$ cat config.mk
export PLATFORM = sky130hd
export DESIGN_NAME = pwr_mode_seq
export DESIGN_NICKNAME = d
export VERILOG_FILES = /design/src/rtl/pwr_mode_pkg.sv /design/src/rtl/pwr_fault_sync.sv /design/src/rtl/pwr_wake_qual.sv /design/src/rtl/pwr_mode_fsm.sv /design/src/rtl/pwr_clk_en_dec.sv /design/src/rtl/pwr_mode_seq.sv
export SDC_FILE = /design/constraint.sdc
export NUM_CORES = 1
export LEC_CHECK = 0
export BUFFER_PORTS_ARGS = -buffer_cell sky130_fd_sc_hd__buf_2
export CORE_MARGIN = 2
export CORE_UTILIZATION = 35
export CTS_BUF_LIST = sky130_fd_sc_hd__clkbuf_16
export DETAILED_ROUTE_END_ITERATION = 7
export PLACE_DENSITY_LB_ADDON = 0.1
export SYNTH_ARGS = -nofsm -noshare
export SYNTH_HDL_FRONTEND = slang
export SYNTH_SLANG_ARGS = --single-unit
$ cat constraint.sdc
create_clock -name clk_i -period 2.6 [get_ports clk_i]
set_input_delay 0.26 -clock clk_i [delete_from_list [all_inputs] [get_ports clk_i]]
set_output_delay 0.26 -clock clk_i [all_outputs]
set_load 0.005 [all_outputs]
$ cat src/rtl/pwr_mode_pkg.sv
package pwr_mode_pkg;
  typedef enum logic [2:0] {
    MODE_RUN   = 3'd0,
    MODE_TURBO = 3'd1,
    MODE_IDLE  = 3'd2,
    MODE_FCS   = 3'd3,
    MODE_SLEEP = 3'd4
  } mode_e;

  localparam int DOM_CPU      = 0;
  localparam int DOM_MEM      = 1;
  localparam int DOM_DISP     = 2;
  localparam int DOM_DMA      = 3;
  localparam int NUM_CORE_DOM = 4;
endpackage

$ cat src/rtl/pwr_fault_sync.sv
module pwr_fault_sync #(
  parameter int NUM_PIN = 2
) (
  input  logic               clk_i,
  input  logic               rst_ni,
  input  logic [NUM_PIN-1:0] pin_ni,
  output logic               flt_o
);
  logic [NUM_PIN-1:0] stage1_q, stage2_q;

  for (genvar g = 0; g < NUM_PIN; g++) begin : g_pin
    always_ff @(posedge clk_i or negedge rst_ni) begin
      if (!rst_ni) begin
        stage1_q[g] <= 1'b1;
        stage2_q[g] <= 1'b1;
      end else begin
        stage1_q[g] <= pin_ni[g];
        stage2_q[g] <= stage1_q[g];
      end
    end
  end

  assign flt_o = ~&stage2_q;
endmodule

$ cat src/rtl/pwr_wake_qual.sv
module pwr_wake_qual #(
  parameter int NUM_IRQ = 8
) (
  input  logic [NUM_IRQ-1:0] irq_i,
  input  logic [NUM_IRQ-1:0] irq_en_i,
  input  logic [NUM_IRQ-1:0] irq_unmask_i,
  input  logic               mask_dis_i,
  input  logic               flt_i,
  input  logic               abort_en_i,
  output logic               wake_o,
  output logic               fault_irq_o,
  output logic               fault_sleep_o
);
  logic [NUM_IRQ-1:0] allow;

  // mask only applies in strict mode
  assign allow         = mask_dis_i ? irq_unmask_i : {NUM_IRQ{1'b1}};
  assign fault_irq_o   = flt_i & abort_en_i;
  assign fault_sleep_o = flt_i & ~abort_en_i;
  assign wake_o        = (|(irq_i & irq_en_i & allow)) | fault_irq_o;
endmodule

$ cat src/rtl/pwr_mode_fsm.sv
module pwr_mode_fsm
  import pwr_mode_pkg::*;
#(
  parameter int LOCK_W = 8
) (
  input  logic              clk_i,
  input  logic              rst_ni,
  input  logic              turbo_i,
  input  logic              idle_req_i,
  input  logic              fcs_req_i,
  input  logic [LOCK_W-1:0] lock_cnt_i,
  input  logic              wake_i,
  input  logic              fault_sleep_i,
  output mode_e             mode_o,
  output logic              sleep_o
);
  mode_e             mode_q, mode_d;
  logic [LOCK_W-1:0] cnt_q, cnt_d;
  logic              sleep_q;
  mode_e             active_mode;

  assign active_mode = turbo_i ? MODE_TURBO : MODE_RUN;

  always_comb begin
    mode_d = mode_q;
    cnt_d  = cnt_q;
    unique case (mode_q)
      MODE_RUN, MODE_TURBO: begin
        if (idle_req_i) begin
          mode_d = MODE_IDLE;
        end else if (fcs_req_i) begin
          mode_d = MODE_FCS;
          cnt_d  = lock_cnt_i;
        end else begin
          mode_d = active_mode;
        end
      end
      MODE_IDLE: if (wake_i) mode_d = active_mode;
      MODE_FCS: begin
        if (cnt_q == '0) mode_d = MODE_RUN;
        else             cnt_d  = cnt_q - 1'b1;
      end
      MODE_SLEEP: mode_d = MODE_SLEEP;
      default:    mode_d = MODE_RUN;
    endcase
    if (fault_sleep_i && mode_q != MODE_SLEEP) mode_d = MODE_SLEEP;
  end

  always_ff @(posedge clk_i or negedge rst_ni) begin
    if (!rst_ni) begin
      mode_q  <= MODE_RUN;
      cnt_q   <= '0;
      sleep_q <= 1'b0;
    end else begin
      mode_q  <= mode_d;
      cnt_q   <= cnt_d;
      sleep_q <= (mode_d == MODE_SLEEP) && (mode_q != MODE_SLEEP);
    end
  end

  assign mode_o  = mode_q;
  assign sleep_o = sleep_q;
endmodule

$ cat src/rtl/pwr_clk_en_dec.sv
module pwr_clk_en_dec
  import pwr_mode_pkg::*;
#(
  parameter int NUM_PERIPH = 2,
  localparam int NUM_DOM   = NUM_CORE_DOM + NUM_PERIPH
) (
  input  mode_e              mode_i,
  output logic [NUM_DOM-1:0] clk_en_o
);
  logic cpu_on, core_on, periph_on;

  assign cpu_on    = (mode_i == MODE_RUN) || (mode_i == MODE_TURBO);
  assign core_on   = (mode_i != MODE_FCS) && (mode_i != MODE_SLEEP);
  assign periph_on = (mode_i != MODE_SLEEP);

  assign clk_en_o[DOM_CPU]  = cpu_on;
  assign clk_en_o[DOM_MEM]  = core_on;
  assign clk_en_o[DOM_DISP] = core_on;
  assign clk_en_o[DOM_DMA]  = core_on;

  for (genvar g = NUM_CORE_DOM; g < NUM_DOM; g++) begin : g_periph
    assign clk_en_o[g] = periph_on;
  end
endmodule

$ cat src/rtl/pwr_mode_seq.sv
module pwr_mode_seq
  import pwr_mode_pkg::*;
#(
  parameter int NUM_IRQ    = 8,
  parameter int NUM_PERIPH = 2,
  parameter int LOCK_W     = 8,
  localparam int NUM_DOM   = NUM_CORE_DOM + NUM_PERIPH
) (
  input  logic               clk_i,
  input  logic               rst_ni,
  input  logic [NUM_IRQ-1:0] irq_i,
  input  logic [NUM_IRQ-1:0] irq_en_i,
  input  logic [NUM_IRQ-1:0] irq_unmask_i,
  input  logic               mask_dis_i,
  input  logic               fault_abort_en_i,
  input  logic               turbo_i,
  input  logic               batt_flt_ni,
  input  logic               vdd_flt_ni,
  input  logic               idle_req_i,
  input  logic               fcs_req_i,
  input  logic [LOCK_W-1:0]  lock_cnt_i,
  output logic [NUM_DOM-1:0] clk_en_o,
  output logic               sleep_o,
  output logic               fault_irq_o,
  output logic [2:0]         mode_o
);
  logic  flt_w, wake_w, fault_sleep_w;
  mode_e mode_w;

  pwr_fault_sync #(.NUM_PIN(2)) u_sync (
    .clk_i  (clk_i),
    .rst_ni (rst_ni),
    .pin_ni ({vdd_flt_ni, batt_flt_ni}),
    .flt_o  (flt_w)
  );

  pwr_wake_qual #(.NUM_IRQ(NUM_IRQ)) u_qual (
    .irq_i         (irq_i),
    .irq_en_i      (irq_en_i),
    .irq_unmask_i  (irq_unmask_i),
    .mask_dis_i    (mask_dis_i),
    .flt_i         (flt_w),
    .abort_en_i    (fault_abort_en_i),
    .wake_o        (wake_w),
    .fault_irq_o   (fault_irq_o),
    .fault_sleep_o (fault_sleep_w)
  );

  pwr_mode_fsm #(.LOCK_W(LOCK_W)) u_fsm (
    .clk_i         (clk_i),
    .rst_ni        (rst_ni),
    .turbo_i       (turbo_i),
    .idle_req_i    (idle_req_i),
    .fcs_req_i     (fcs_req_i),
    .lock_cnt_i    (lock_cnt_i),
    .wake_i        (wake_w),
    .fault_sleep_i (fault_sleep_w),
    .mode_o        (mode_w),
    .sleep_o       (sleep_o)
  );

  pwr_clk_en_dec #(.NUM_PERIPH(NUM_PERIPH)) u_dec (
    .mode_i   (mode_w),
    .clk_en_o (clk_en_o)
  );

  assign mode_o = mode_w;
endmodule

==> results of run 1 <==
[final timing paths]
path	endpoint	slack (ns)	cells after the start
min	u_sync.stage1_q[1]	0.12	1
min reg2reg	u_sync.stage2_q[1]	0.35	0
max	u_fsm.cnt_q[1]	0.75	6
max reg2reg	u_fsm.cnt_q[1]	0.75	6
max in group asynchronous	u_sync.stage2_q[0]	1.82	2
min in group asynchronous	u_fsm.sleep_o	0.47	2
[flip-flops by register name, summed over array words and instances (netlist names)]
signal and cells:
u_fsm.cnt_q 8, u_fsm.mode_o 3, u_fsm.sleep_o 1, u_sync.stage1_q 2, u_sync.stage2_q 2
[synth_stat cells, types with 4 or more instances]
cell,count
sky130_fd_sc_hd__a21oi_1,5
sky130_fd_sc_hd__and2_1,4
sky130_fd_sc_hd__buf_4,7
sky130_fd_sc_hd__dfrtp_1,12
sky130_fd_sc_hd__dfstp_2,4
sky130_fd_sc_hd__inv_1,5
sky130_fd_sc_hd__nand2_1,9
sky130_fd_sc_hd__nor2_1,11
sky130_fd_sc_hd__nor2b_2,6
sky130_fd_sc_hd__o21ai_0,5
sky130_fd_sc_hd__o22ai_1,6
[critical path, cell delays in order, from the launching register on]
cell	delay, ns
sky130_fd_sc_hd__dfrtp_1	0.40
sky130_fd_sc_hd__inv_1	0.07
sky130_fd_sc_hd__ha_1	0.21
sky130_fd_sc_hd__nor3b_2	0.34
sky130_fd_sc_hd__a31oi_4	0.19
sky130_fd_sc_hd__nor2_4	0.19
sky130_fd_sc_hd__mux2_1	0.34
[logic make-up (layout without fill, tap and decap cells)]
logic type	count (synthesis)	after routing	share of synthesized area
fa+ha+maj	1	1	0.0115
flops	16	16	0.373
simple gates	48	48	0.285
buf+inv	14	61	0.0737
compound gates	36	36	0.238
xor+xnor	1	1	0.00807
mux	1	1	0.0104
[cell usage in the layout, fill, tap and decap left out, types with 2 or more instances in the layout]
master,netlist,layout
sky130_fd_sc_hd__buf_2,1,51
sky130_fd_sc_hd__o21ai_0,5,5
sky130_fd_sc_hd__a21oi_1,5,5
sky130_fd_sc_hd__o22ai_1,6,6
sky130_fd_sc_hd__dfrtp_1,12,12
sky130_fd_sc_hd__nand2b_1,2,2
sky130_fd_sc_hd__o22a_1,2,2
sky130_fd_sc_hd__and2_1,4,4
sky130_fd_sc_hd__nand3_1,2,2
sky130_fd_sc_hd__nor2b_2,6,6
sky130_fd_sc_hd__clkbuf_16,0,3
sky130_fd_sc_hd__dfstp_2,4,4
sky130_fd_sc_hd__nand2_1,9,9
sky130_fd_sc_hd__o21ai_1,2,2
sky130_fd_sc_hd__nor3b_1,2,2
sky130_fd_sc_hd__a31oi_1,2,2
sky130_fd_sc_hd__nor2_1,11,11
sky130_fd_sc_hd__o2bb2ai_1,2,2
sky130_fd_sc_hd__nor3_2,2,2
sky130_fd_sc_hd__a211oi_1,2,2
sky130_fd_sc_hd__inv_1,5,6
[where the power goes]
group          internal, uW  switching (uW)
clock network           204            94.2
logic                  37.1            27.1
registers               257            2.49
[per-stage QoR]
step	total power (uW)	utilization	worst slack, ns
detailed placement	327	0.440	0.766
finish	621	0.470	0.746
global placement	325	0.440	0.837
global route	651	0.470	0.617
floorplan	286	-	0.943
CTS	631	0.470	0.755
[per-layer routing]
layer / up-vias / track usage / part of all wire / routed length [um]
met3: 4 / 0.0455 / 0.054 / 139
met1: 486 / 0.208 / 0.46 / 1170
met4: 0 / 0.0286 / 0.0074 / 19
met5: - / 0 / 0 / 0
met2: 30 / 0.281 / 0.48 / 1240
li1: 513 / - / - / -
[cell type report]
cell class | instances | share of cell area
timing repair buffer | 52 | 0.188
clock inverter | 1 | 0.00266
tap | 33 | 0.0293
sequential | 16 | 0.287
clock buffer | 3 | 0.0532
multi-input combinational | 87 | 0.426
inverter | 5 | 0.0133
==> results.rst, run 1 <==
.. list-table::
   :header-rows: 1

   * - Metric
     - Value
   * - Status
     - finished clean
   * - Standard cell core area
     - approximately 3000 um^2
   * - Final Instance Count excl. Fillers
     - 197
   * - Async set or reset register ratio after synthesis
     - 1.00
   * - Critical setup path kind
     - reg -> reg
   * - Top-level port count
     - 52
   * - Transition time at the pin with the least slew margin
     - 0.464 ns
   * - DR pass1 iterations
     - 4
   * - Required time at the worst-slack endpoint
     - between 2 and 3 ns
   * - Clock insertion delay at the later pin of the skew report
     - ~0.25 ns
   * - Post-Route Skew
     - 0.00536 ns
   * - Sort of element at the start of the critical path
     - flop
   * - Die Footprint
     - 3560 um^2
   * - DRC violation count after routing
     - 0
   * - Final count of negative-setup-slack endpoints
     - 0
   * - Horizontal extent of the die
     - ~60 um
   * - Cell at the root of the clock tree
     - sky130_fd_sc_hd__clkbuf_16
   * - Post-CTS Setup Repair Bufs
     - 0
   * - Setup_tns
     - 0 ns
   * - Number of global-route vias before repair
     - 1003
   * - N_diodes
     - 0
   * - Number of buffers added on ports
     - slightly above 50
   * - Number of antenna-violating nets in the routed design
     - 0
   * - Wirelength per Cell
     - about 13 um
   * - Crit. End Element
     - flop
   * - Number of nets in the synthesized netlist
     - about 160
   * - Fraction of final layout cells sized beyond drive strength 1
     - 0.439
   * - Clock transition at the registers of the reported paths
     - around 0.050 ns
   * - Final Slew Violations
     - 0
   * - Chip Height
     - between 50 and 60 um
   * - Number of cells after detailed placement
     - 192
   * - Cell leakage power
     - about 0.00071 uW
   * - Total CTS buffers
     - 3
   * - Level count of the clock H-tree
     - 1
   * - Crit path time final
     - ~1.9 ns
   * - Critical path startpoint
     - u_fsm.cnt_q[0]
   * - Global-route congestion overflow total
     - 0
   * - Worst-case vdd ir drop
     - ~0.00044 V
   * - Warnings from Yosys
     - 0
   * - Final Hold Violating Endpoints
     - 0
   * - Relative slew slack
     - 0.689
   * - Area post-placement
     - approximately 1300 um^2
   * - Number of max-cap violations
     - 0
   * - Maximum fanout along the worst path
     - 6
   * - Largest net degree at the start of global routing
     - 17
   * - Area Growth Syn to Fin
     - 29.8%
   * - HPWL Detailed
     - 2060 um
   * - Synth area leaders
     - sky130_fd_sc_hd__dfrtp_1 28%, sky130_fd_sc_hd__dfstp_2 9.7%, sky130_fd_sc_hd__buf_4 4.8%
   * - Initial antenna violation count
     - 0
   * - RePlAce Congestion
     - approximately 0.73
   * - Fraction of the yosys area taken by sequential cells
     - 0.373
   * - Synth Flop Type
     - sky130_fd_sc_hd__dfrtp_1
   * - Max clock buf depth
     - 2
   * - # nets final
     - 207
   * - Post-synth design cell area
     - around 1100 um^2
   * - Final Instance Area
     - 1410 um^2
   * - Number of enable-type register cells in the synthesized netlist
     - 0
   * - Highest clock rate
     - around 0.54 GHz
   * - Launch instance of the worst register-to-register path
     - u_fsm.cnt_q[0]
   * - Number of cells produced by synthesis
     - between 100 and 150
   * - Number of distinct standard cells referenced by the synthesized netlist
     - 45
   * - CTS sink count
     - 16
   * - Area of all sequential standard cells
     - 405 um^2
   * - Post-route worst hold slack
     - between 0.1 and 0.15 ns
   * - Number of DRC violations after detailed-routing iteration 0
     - 38
   * - Cts repair resizes
     - 0
   * - Class of the most critical hold timing path
     - in -> reg
   * - Area fraction of the dominant cell type after synthesis
     - 0.276
   * - Post-DR vias/cell
     - approximately 5.2
   * - Startpoint of the worst hold path
     - vdd_flt_ni
   * - Number of cell rows
     - 20
   * - Worst endpoint data arrival time
     - slightly below 2 ns
   * - Period utilisation layout
     - 0.713
   * - Total detailed-routing wirelength
     - 2570 um
   * - RSZ-0062 raised after global routing
     - no
   * - Initial cell density of the core
     - 0.362
   * - Syn_area_per_cell
     - between 9 and 10 um^2
   * - Synth Register Bits
     - 16
   * - Detailed-route via count
     - 1033
   * - Total of hold buffers inserted after clock tree synthesis
     - 1
   * - Number of filler instances in the final layout
     - 311
   * - Global-route usage over all layers
     - 0.164
   * - P per Cell Area
     - approximately 440 nW/um^2
   * - Yosys top cell by area
     - sky130_fd_sc_hd__dfrtp_1
   * - CTS tree
     - built
   * - First-pass GRT wire length
     - ~4400 um
   * - Area used by multi-input combinational logic
     - about 600 um^2
(Power assumes the default switching activity.)
==> inputs of run 2 (changes only) <==
Settings changed: ABC_AREA set to 1.
Clock period 2.6 ns to 1.6 ns, I/O delays scaled along.
==> run 2 against run 1 <==
Synthesized cell count rose by 39%. Combinational power rose to 14 times the previous value. Register-to-register slack lost 0.69 ns. Clock-buffer cell count unchanged. Via count grew 10%. Critical path type unchanged. First-iteration DRC count is 7.9% higher. Clock power increased by 59%. Clock skew about the same. Highest routed layer unchanged. Die area increased by 1.2%. Cell count up 31%. Cell area grew 8.3%. Fmax grew 20%.
==> results.rst, run 2 <==
.. list-table::
   :header-rows: 1

   * - Metric
     - Value
   * - Warnings from Yosys
     - 0 (unchanged)
   * - Status
     - finished clean (unchanged)
   * - P per Cell Area
     - 1360 nW/um^2 (was 440 nW/um^2)
   * - Post-Route Skew
     - 0.00526 ns (was 0.00536 ns)
   * - Chip Height
     - 60.1 um (was 59.7 um)
   * - Number of flip-flops under the largest register name
     - 8 (unchanged)
   * - Crit path time final
     - 1.55 ns (was 1.85 ns)
   * - HPWL Detailed
     - 1980 um (was 2060 um)
   * - Setup_tns
     - 0 ns (unchanged)
   * - Relative slew slack
     - 0.762 (was 0.689)
   * - Clock insertion delay at the later pin of the skew report
     - 0.24 ns (was 0.25 ns)
   * - Number of buffers added on ports
     - 51 (unchanged)
   * - Maximum fanout along the worst path
     - 3 (was 6)
   * - Combinational family with the most area after synthesis
     - simple AND/OR/NAND/NOR gates (unchanged)
   * - Number of cells after detailed placement
     - 250 (was 192)
   * - Number of enable-type register cells in the synthesized netlist
     - 0 (unchanged)
   * - Synth area leaders
     - sky130_fd_sc_hd__dfrtp_1 27%, sky130_fd_sc_hd__nand2_1 16%, sky130_fd_sc_hd__inv_1 9.9% (was sky130_fd_sc_hd__dfrtp_1 28%, sky130_fd_sc_hd__dfstp_2 9.7%, sky130_fd_sc_hd__buf_4 4.8%)
   * - Standard cell core area
     - 3030 um^2 (was 3000 um^2)
   * - Post-synth design cell area
     - 1100 um^2 (was 1090 um^2)
   * - Top-level port count
     - 52 (unchanged)
   * - Highest clock rate
     - 0.646 GHz (was 0.539 GHz)
   * - Leading cell types in the layout, fill and taps excluded
     - 51 x sky130_fd_sc_hd__buf_2, 47 x sky130_fd_sc_hd__nand2_1, 26 x sky130_fd_sc_hd__inv_1 (was 51 x sky130_fd_sc_hd__buf_2, 12 x sky130_fd_sc_hd__dfrtp_1, 11 x sky130_fd_sc_hd__nor2_1, 9 x sky130_fd_sc_hd__nand2_1)
   * - Synth Flop Type
     - sky130_fd_sc_hd__dfrtp_1 (unchanged)
   * - CTS tree
     - built (unchanged)
   * - Clock transition at the registers of the reported paths
     - 0.05 ns (about the same)
   * - Syn_area_per_cell
     - 6.75 um^2 (was 9.28 um^2)
   * - Launch instance of the worst register-to-register path
     - u_fsm.cnt_q[0] (unchanged)
   * - RSZ-0062 raised after global routing
     - yes (was no)
   * - Number of cell rows
     - 20 (unchanged)
   * - Number of distinct standard cells referenced by the synthesized netlist
     - 24 (was 45)
   * - Async set or reset register ratio after synthesis
     - 1.00 (unchanged)
   * - Number of cells produced by synthesis
     - 163 (was 117)
   * - Horizontal extent of the die
     - 60.1 um (was 59.7 um)
   * - Required time at the worst-slack endpoint
     - 1.74 ns (was 2.72 ns)
   * - Level count of the clock H-tree
     - 1 (unchanged)
   * - Simple-gate area share of the yosys netlist
     - 0.352 (was 0.285)
   * - Wirelength per Cell
     - 10.0 um (was 13.0 um)
   * - Worst endpoint data arrival time
     - 1.69 ns (was 1.98 ns)
   * - Most common cell after layout, fill and taps aside
     - sky130_fd_sc_hd__buf_2 (unchanged)
   * - Final Instance Count excl. Fillers
     - 259 (was 197)
   * - Initial antenna violation count
     - 0 (unchanged)
   * - Class of the most critical hold timing path
     - in -> reg (unchanged)
   * - Final Slew Violations
     - 0 (unchanged)
   * - Critical setup path kind
     - reg -> reg (unchanged)
   * - Critical path buffers and inverters
     - 3 (was 1)
   * - Global-route congestion overflow total
     - 0 (unchanged)
   * - Most numerous cell types in the synthesized netlist
     - 48 x sky130_fd_sc_hd__nand2_1, 29 x sky130_fd_sc_hd__inv_1, 13 x sky130_fd_sc_hd__nand3_1, 13 x sky130_fd_sc_hd__nor2_1, 12 x sky130_fd_sc_hd__dfrtp_1 (was 12 x sky130_fd_sc_hd__dfrtp_1, 11 x sky130_fd_sc_hd__nor2_1, 9 x sky130_fd_sc_hd__nand2_1, 7 x sky130_fd_sc_hd__buf_4)
   * - Number of global-route vias before repair
     - 984 (was 1003)
   * - Number of nets in the synthesized netlist
     - 205 (was 159)
   * - Number of antenna-violating nets in the routed design
     - 0 (unchanged)
   * - Number of DRC violations after detailed-routing iteration 0
     - 41 (was 38)
   * - Final Instance Area
     - 1530 um^2 (was 1410 um^2)
   * - Max stage delay cell, worst path
     - sky130_fd_sc_hd__dfrtp_1 (unchanged)
   * - Critical path startpoint
     - u_fsm.cnt_q[0] (unchanged)
   * - Dominant delay contributor by cell family on the critical path
     - simple AND/OR/NAND/NOR gates (unchanged)
   * - Total CTS buffers
     - 3 (unchanged)
   * - Startpoint of the worst hold path
     - batt_flt_ni (was vdd_flt_ni)
   * - Initial cell density of the core
     - 0.363 (was 0.362)
   * - Final Hold Violating Endpoints
     - 0 (unchanged)
   * - Total detailed-routing wirelength
     - 2590 um (was 2570 um)
   * - Largest net degree at the start of global routing
     - 17 (unchanged)
   * - Crit. End Element
     - flop (unchanged)
   * - Period utilisation layout
     - 0.967 (was 0.713)
   * - Cell leakage power
     - 0.000886 uW (was 0.000708 uW)
   * - Fraction of final layout cells sized beyond drive strength 1
     - 0.377 (was 0.439)
   * - Fraction of the yosys area taken by sequential cells
     - 0.369 (was 0.373)
   * - # nets final
     - 258 (was 207)
   * - DR pass1 iterations
     - 4 (unchanged)
   * - RePlAce Congestion
     - 0.781 (was 0.725)
   * - Final count of negative-setup-slack endpoints
     - 0 (unchanged)
   * - CTS sink count
     - 16 (unchanged)
   * - Die Footprint
     - 3610 um^2 (was 3560 um^2)
   * - Compound-Gate Fraction of Synth Area
     - 0.0933 (was 0.238)
   * - Area post-placement
     - 1350 um^2 (was 1320 um^2)
   * - Post-DR vias/cell
     - 4.39 (was 5.24)
   * - Fraction of synthesized cell area in xor and xnor cells
     - 0 (was 0.00806)
   * - Area fraction of the dominant cell type after synthesis
     - 0.273 (was 0.276)
   * - Post-route worst hold slack
     - 0.0179 ns (was 0.115 ns)
   * - Sort of element at the start of the critical path
     - flop (unchanged)
   * - Number of max-cap violations
     - 0 (unchanged)
   * - DRC violation count after routing
     - 0 (unchanged)
   * - Area Growth Syn to Fin
     - 38.9% (was 29.8%)
   * - Worst-case vdd ir drop
     - 0.000656 V (was 0.000443 V)
   * - Multiplexer share of the synthesized area
     - 0 (was 0.0104)
   * - Util after Layout
     - 0.505 (was 0.470)
   * - Detailed-route via count
     - 1137 (was 1033)
   * - Yosys top cell by area
     - sky130_fd_sc_hd__dfrtp_1 (unchanged)
   * - Dominant cell by count in the synthesized netlist
     - sky130_fd_sc_hd__nand2_1 (was sky130_fd_sc_hd__dfrtp_1)
   * - Maximum single-stage delay on the critical path
     - 0.38 ns (was 0.40 ns)
   * - N_diodes
     - 0 (unchanged)
   * - Largest register by flop count
     - u_fsm.cnt_q (unchanged)
   * - Global-route usage over all layers
     - 0.152 (was 0.164)
   * - Max clock buf depth
     - 2 (unchanged)
   * - Transition time at the pin with the least slew margin
     - 0.357 ns (was 0.464 ns)
   * - Critical path, cell by cell
     - inv_2 -> ha_4 -> inv_2 -> nor2_4 -> nand4_1 -> nand2_2 -> nand2_2 -> nor2_4 -> nand3_2 -> nand2_1 -> inv_1 (was inv_1 -> ha_1 -> nor3b_2 -> a31oi_4 -> nor2_4 -> mux2_1)
   * - Adder and majority cell fraction of the synthesized area
     - 0.0114 (was 0.0115)
   * - First-pass GRT wire length
     - 4060 um (was 4380 um)
   * - Cell at the root of the clock tree
     - sky130_fd_sc_hd__clkbuf_16 (unchanged)
   * - Synth Register Bits
     - 16 (unchanged)
## run 2: cell types whose count changed in the layout (fill, tap and decap cells not counted), moves of 4 or more
cell,change
sky130_fd_sc_hd__buf_4,+4
sky130_fd_sc_hd__nand2_1,+38
sky130_fd_sc_hd__inv_1,+20
sky130_fd_sc_hd__o22ai_1,-6
sky130_fd_sc_hd__nand3_1,+10
sky130_fd_sc_hd__o21ai_1,+4
sky130_fd_sc_hd__inv_2,+5
sky130_fd_sc_hd__nor2b_2,-6
sky130_fd_sc_hd__and2_1,-4
## run 2: final cells by class
cell class                      count  area (um^2)
Clock buffer                        3         75.1
Clock inverter                      1         3.75
Fill cell                         295         1500
Inverter                           31          116
Multi-Input combinational cell    107          566
Sequential cell                    16          405
Tap cell                           44         55.1
Timing Repair Buffer               57          307
## run 2: cells by family after synthesis
family,count (synthesis)
DFF,16
and+or+nand+nor,86
AOI/OAI and AO/OA,19
adders and majority gates,1
buffers and inverters,41
## run 2: worst paths after layout
kind	to	slack (ns)	cells after the start
min in group asynchronous	u_fsm.mode_o[0]	0.36	2
hold reg to reg	u_sync.stage2_q[0]	0.35	0
hold / removal	u_sync.stage1_q[0]	0.02	1
max in group asynchronous	u_sync.stage2_q[1]	0.93	2
setup / recovery	u_fsm.mode_o[0]	0.05	11
setup reg to reg	u_fsm.mode_o[0]	0.05	11
## run 2: per-layer routing
metal / up-vias / part of all wire / GRT usage
li1: 602 / - / -
met1: 492 / 0.48 / 0.195
met2: 41 / 0.45 / 0.253
met3: 2 / 0.063 / 0.0325
met4: 0 / 0.0089 / 0.0476
met5: - / 0 / 0
## run 2: timing repair
item / CTS / global route
resized for setup: 1 / 14
setup endpoints to repair: 1 / 13
setup buffers: 0 / 3
endpoints found under the hold margin: 12 / 0
pin swaps: 0 / 6
hold buffers: 1 / 0
cloned: 0 / 1
## run 2: power breakdown
part           internal [uW]  total, uW  switching, uW
Clock                    331        475            144
Sequential               553        679            127
Combinational            413        929            515
## run 2: per-stage QoR
step | setup WS [ns] | total power [uW]
final | 0.0531 | 2080
after global placement | 0.0676 | 1460
after floorplan | 0.152 | 1310
after detailed placement | -0.00921 | 1460
after CTS | 0.0261 | 1950
after global routing | -0.0974 | 2270
## run 2: worst reg2reg max path: stages (launching register included)
cell and delay, ns:
sky130_fd_sc_hd__dfrtp_1 0.38, sky130_fd_sc_hd__inv_2 0.09, sky130_fd_sc_hd__ha_4 0.14, sky130_fd_sc_hd__inv_2 0.04, sky130_fd_sc_hd__nor2_4 0.11, sky130_fd_sc_hd__nand4_1 0.13
sky130_fd_sc_hd__nand2_2 0.17, sky130_fd_sc_hd__nand2_2 0.10, sky130_fd_sc_hd__nor2_4 0.15, sky130_fd_sc_hd__nand3_2 0.06, sky130_fd_sc_hd__nand2_1 0.06, sky130_fd_sc_hd__inv_1 0.03
